### src/rtl/adc_result_lock.sv
module adc_result_lock (
  input  logic       clk,
  input  logic       rst_n,
  input  logic       conv_done,
  input  logic [9:0] conv_data,
  input  logic [1:0] bus_addr,
  input  logic       bus_rd,
  input  logic       bus_wr,
  input  logic [7:0] bus_wdata,
  output logic [7:0] bus_rdata,
  output logic       cfg_lowpwr,
  output logic [1:0] cfg_clkdiv,
  output logic       cfg_clksel,
  output logic [1:0] cfg_mode,
  output logic       cfg_longsmp,
  output logic       cfg_asyncen
);
  logic [7:0] cfg_q;
  logic [9:0] res_q;
  logic       lock_q;

  wire mode10 = (cfg_q[3:2] == 2'b01);
  wire rd_hi  = bus_rd && (bus_addr == 2'd0);
  wire rd_lo  = bus_rd && (bus_addr == 2'd1);
  wire load   = conv_done && (!mode10 || (!lock_q && !rd_hi));

  always_ff @(posedge clk) begin
    if (!rst_n) begin
      cfg_q  <= '0;
      res_q  <= '0;
      lock_q <= 1'b0;
    end else begin
      if (bus_wr && bus_addr == 2'd2) cfg_q <= bus_wdata;
      if (load) res_q <= conv_data;
      if (!mode10 || rd_lo) lock_q <= 1'b0;
      else if (rd_hi) lock_q <= 1'b1;
    end
  end

  always_comb begin
    case (bus_addr)
      2'd0:    bus_rdata = mode10 ? {6'b0, res_q[9:8]} : 8'h00;
      2'd1:    bus_rdata = res_q[7:0];
      2'd2:    bus_rdata = cfg_q;
      default: bus_rdata = 8'h00;
    endcase
  end

  assign cfg_lowpwr  = cfg_q[7];
  assign cfg_clkdiv  = cfg_q[6:5];
  assign cfg_clksel  = cfg_q[4];
  assign cfg_mode    = cfg_q[3:2];
  assign cfg_longsmp = cfg_q[1];
  assign cfg_asyncen = cfg_q[0];

  a_r1_load: assert property (@(posedge clk) disable iff (!rst_n)
    (conv_done && !lock_q && !rd_hi) |=> (res_q == $past(conv_data)));
  a_r2_lock_set: assert property (@(posedge clk) disable iff (!rst_n)
    (rd_hi && mode10) |=> lock_q);
  a_r2_hold: assert property (@(posedge clk) disable iff (!rst_n)
    (lock_q && mode10) |=> $stable(res_q));
  a_r3_release: assert property (@(posedge clk) disable iff (!rst_n)
    rd_lo |=> !lock_q);
  a_r4_drop: assert property (@(posedge clk) disable iff (!rst_n)
    (rd_hi && mode10) |=> $stable(res_q));
  a_r5_no_lock: assert property (@(posedge clk) disable iff (!rst_n)
    (conv_done && !mode10) |=> (res_q == $past(conv_data)));
  a_r5_hi_zero: assert property (@(posedge clk) disable iff (!rst_n)
    (bus_addr == 2'd0 && !mode10) |-> (bus_rdata == 8'h00));
endmodule

### config.mk
export PLATFORM = sky130hd
export DESIGN_NAME = adc_result_lock
export DESIGN_NICKNAME = d
export VERILOG_FILES = /design/src/rtl/adc_result_lock.sv
export SDC_FILE = /design/constraint.sdc
export NUM_CORES = 1
export LEC_CHECK = 0
export ABC_AREA = 1
export CAP_MARGIN = 20
export CORE_MARGIN = 2
export CORE_UTILIZATION = 44
export CTS_BUF_LIST = sky130_fd_sc_hd__clkbuf_16
export CTS_CLUSTER_SIZE = 25
export DETAILED_ROUTE_END_ITERATION = 6
export MAX_ROUTING_LAYER = met4
export PLACE_DENSITY = 0.83
export SLEW_MARGIN = 15
export SYNTH_ARGS = -nofsm -noshare
export SYNTH_HDL_FRONTEND = slang
export SYNTH_SLANG_ARGS = --single-unit
### constraint.sdc
create_clock -name clk -period 1.35 [get_ports clk]
set_input_delay 0.27 -clock clk [delete_from_list [all_inputs] [get_ports clk]]
set_output_delay 0.27 -clock clk [all_outputs]
set_load 0.02 [all_outputs]
Word-level counts from Yosys, hierarchy flattened
Index checks and enable logic that the tools add are counted.
{"block": "word_totals", "reg_bits": 19, "input_bits": 25, "out_inout_bits": 16, "word_cells": 21}
{"block": "classes", "eq_ne": 3, "mux": 2, "bitwise_logic": 1, "n_reduce_logical": 12}
{"cell": "$pmux W8 S3", "n": 1}
{"cell": "$logic_and A1 B1 Y1", "n": 5}
{"cell": "$eq A2 B1 Y1 const B", "n": 2}
{"cell": "$logic_not A1 Y1", "n": 3}
{"cell": "$eq A2 B2 Y1 const B", "n": 1}
{"cell": "$logic_not A2 Y1", "n": 1}
{"cell": "$logic_or A1 B1 Y1", "n": 2}
{"cell": "$mux W2", "n": 1}
{"cell": "$reduce_or A2 Y1", "n": 1}
{"cell": "$not A1 Y1", "n": 1}

Longest topological paths before layout
{"block": "depth", "word_depth": 6, "mapped_depth": 7, "ltp_nobuf": 7}

Worst setup path before layout
Ideal clock, no wire load.
{"block": "synth_path", "path_type": "input to output", "startpoint": "input port bus_addr[0]", "endpoint": "output port bus_rdata[0]", "t_arrival_ns": 1.039, "setup_slack_ns": 0.041, "path_stages": 4, "cell_sequence": "inv_1 > or2_1 > buf_2 > o221ai_1"}
{"block": "synth_via", "elab_chain_len": 2, "word_cells_on_any_way": 4, "classes_between": "eq/ne: 2; mux: 1; reduce/logical: 1"}
{"item": "from (decl)", "line": "6", "text": "input logic [1:0] bus_addr,"}
{"item": "$eq A2 B2 Y1, or another cell as far along", "line": "41", "text": "case (bus_addr)"}
{"item": "$pmux W8 S3 (*)", "line": "41"}
{"item": "to (decl)", "line": "10", "text": "output logic [7:0] bus_rdata,"}
Every way passes the cells marked *; elsewhere a longest branch is shown, timed or not.

Worst setup path in the final report
{"block": "layout_path", "startpoint": "register cfg_q[2]", "endpoint": "output port bus_rdata[1]"}
{"block": "layout_via", "elab_chain_len": 3}
{"item": "from (decl)", "line": "18", "text": "logic [7:0] cfg_q;"}
{"item": "from (signal assigned)", "line": "33", "text": "if (bus_wr && bus_addr == 2'd2) cfg_q <= bus_wdata;"}
{"item": "$eq A2 B1 Y1", "line": "22", "text": "wire mode10 = (cfg_q[3:2] == 2'b01);"}
{"item": "$mux W2", "line": "42", "text": "2'd0: bus_rdata = mode10 ? {6'b0, res_q[9:8]} : 8'h00;"}
{"item": "$pmux W8 S3", "line": "41"}
Every way passes these cells.

==> flow_summary.json <==
{
  "outcome": "finished with violations",
  "failed_checks": "negative setup slack",
  "antenna_left": 0,
  "wl_met3_um": 209,
  "whs_ns": 0.508,
  "cts_root_buf": "clkbuf_16",
  "core_um2": 2020,
  "io_pins": 41,
  "hold_viol_final": 0,
  "clockBufferDepth": 2,
  "yosysMostFrequentCell": "inv_1",
  "hold_class": "reg2reg",
  "final_core_util": 0.801,
  "critPathCaptureType": "primary output",
  "drive_gt1_frac": 0.253,
  "port_buffers": 40,
  "slowest_stage": "dfxtp_2",
  "num_rows": 16,
  "max_stage_delay_ns": 0.34,
  "p_int_mw": 1.16,
  "path_max_fanout": 2,
  "antenna_found_initial": 0,
  "async_flop_share": 0,
  "max_slew_margin": 0.840,
  "ff2ff_setup_slack_ns": 0.14,
  "fp.dieW_um": 50.9,
  "p_sw_mw": 0.401,
  "worstPathCellList": "inv_2, nor2_4, and2_4, nand2_1, o221ai_2, buf_4",
  "rsz0062_at_grt": "true",
  "worst-setup-path-type": "reg2out",
  "cp_top_family": "flip-flops",
  "tritoncts": "done",
  "vias": 1109,
  "max_freq_ghz": 0.690,
  "worst_clock_skew_ns": 0.00173,
  "synth.largest_area_cell": "dfxtp_1",
  "place_ws_ns": -0.874,
  "grt_pass1_vias": 1024,
  "insertion_delay_ns": 0.25,
  "ir_drop_mv": 0.625,
  "viasPerCell": 5.02,
  "routed_wirelength_um": 2980,
  "highest_layer": "met4",
  "power_frac_comb": 0.222,
  "cp.buffers_inverters": 2,
  "synth_edf_count": 0,
  "cts_made_buffers": 3,
  "dp_hpwl_um": 1760,
  "met1_length_um": 1150,
  "synthCells": 143,
  "placed_cell_area_um2": 1470,
  "finalSetupViolCount": 3,
  "yosysSeqAreaShare": 0.393,
  "final.setup.worst_slack_ns": -0.0996,
  "power.density_nw_per_um2": 967,
  "grt_overflow": 0,
  "diodes": 0,
  "ys_ff_latch": 19,
  "gp_congestion": 0.774,
  "die-area_um2": 2590,
  "synth_nets": 168,
  "postLayoutCellArea_um2": 1620,
  "start_util": 0.478,
  "max-cap-violations": 0,
  "fin_crit_ns": 1.45,
  "layout.nets": 220,
  "grt_max_degree": 20,
  "swShare": 0.256,
  "drtIter0Drc": 26,
  "drcViolationCount": 0,
  "max_slew.worst_pin.slew_ns": 0.237,
  "crit_required_ns": 1.08,
  "htree_levels": 1,
  "ys_warn_count": 0,
  "leakage_nw": 0.807,
  "yosys-top-cells-count": "39 x inv_1, 23 x nand2_1, 19 x dfxtp_1, 11 x nor2_1, 10 x nand4_1",
  "min_period_over_period": 1.07,
  "hold_buffers": 0,
  "area_growth_pct": 67.4,
  "wl_per_cell_um": 13.5,
  "synth.distinct_cells": 19,
  "track_usage": 0.229,
  "grt_pass1_wl_um": 4300,
  "netlist_area_um2": 967,
  "synth_top_area_frac": 0.393,
  "cts.clk_slew.worst_paths_ns": 0.05,
  "startpoint_type": "register",
  "dominantRegCellSynth": "dfxtp_1",
  "pwr-share-clk": 0.387,
  "dr.pass1.iters": 4,
  "avgSynthCellArea_um2": 6.76,
  "cts_num_sinks": 19,
  "synth_area_leaders": "dfxtp_1 39%, inv_1 15%, nand2_1 8.9%",
  "p_seq_frac": 0.391,
  "wl_met2_um": 1560,
  "chipHeight_um": 50.9,
  "critPathArrivalTime_ns": 1.18,
  "final-max-slew-violation-count": 0
}
state kept, by name, summed over array words and instances (netlist names):
name / cells
lock_q: 1
res_q: 10
cfg_q: 8
repair_timing:
item | CTS | global route
cloned | 1 | 0
resized for setup | 70 | 13
setup endpoints to repair | 17 | 9
pin swaps | 1 | 2
setup buffers | 0 | 0
metal layers:
| metal | vias up | track usage |
|---|---|---|
| met1 | 505 | 0.233 |
| met2 | 50 | 0.410 |
| met3 | 7 | 0.0439 |
| met4 | 0 | 0.131 |
| met5 | - | - |
| li1 | 547 | - |
final timing paths:
| check | endpoint | cells past startpoint | from |
|---|---|---|---|
| hold reg to reg | cfg_q[7] | 2 | cfg_q[7] |
| hold / removal | cfg_q[7] | 2 | cfg_q[7] |
| setup reg to reg | res_q[7] | 8 | cfg_q[2] |
| setup / recovery | bus_rdata[1] | 6 | cfg_q[2] |
cell families after synthesis:
group / Yosys count / share of synthesized area
buf+inv: 47 / 0.203
simple gates: 51 / 0.254
compound gates: 26 / 0.150
flops: 19 / 0.393
through the flow:
stage               instances  TNS (ns)  total power [mW]
floorplan                 143         0             0.767
global placement          216     -8.53             0.925
detailed placement        216     -9.99             0.934
CTS                       221    -0.115              1.54
global route              221    -0.277              1.63
finish                    221    -0.207              1.57
worst min-delay path, delay by kind of cell (launching register included):
| kind | cells | cell delay [ns] |
|---|---|---|
| AO/OA/AOI/OAI | 1 | 0.07 |
| buffers and inverters | 1 | 0.09 |
| flip-flops | 1 | 0.30 |
layout make-up:
class	instances	area [µm²]
Clock buffer	3	75.1
Clock inverter	1	5.00
Fill cell	126	403
Inverter	40	150
Multi-Input combinational cell	78	490
Sequential cell	19	383
Tap cell	27	33.8
Timing Repair Buffer	53	482
cell usage in the layout, fill, tap and decap left out:
cell type and n:
buf_6 3, inv_2 2, nor2_4 1, buf_4 17, o22ai_4 1, a21oi_1 9, nand4_1 10, dlygate4sd2_1 8
clkdlybuf4s50_1 22, o221ai_2 2, nand3_4 1, dfxtp_2 2, o22ai_2 5, and2_4 1, dfxtp_1 17, buf_2 2
inv_1 38, nand3_2 1, o21ai_0 9, nor2_1 10, nand2_2 2, clkinv_2 1, nand3_1 1, nand2_1 21
buf_12 1, nand2_8 1, nor2_2 1, clkbuf_16 3, or2_4 2
power groups by stage:
stage | clock (mW) | sequential [mW] | combinational (mW)
finish | 0.606 | 0.612 | 0.347
global route | 0.639 | 0.615 | 0.376
CTS | 0.605 | 0.611 | 0.323
detailed placement | 0 | 0.622 | 0.312
global placement | 0 | 0.620 | 0.306
floorplan | 0 | 0.635 | 0.132
Power figures use the tool's default switching activity.
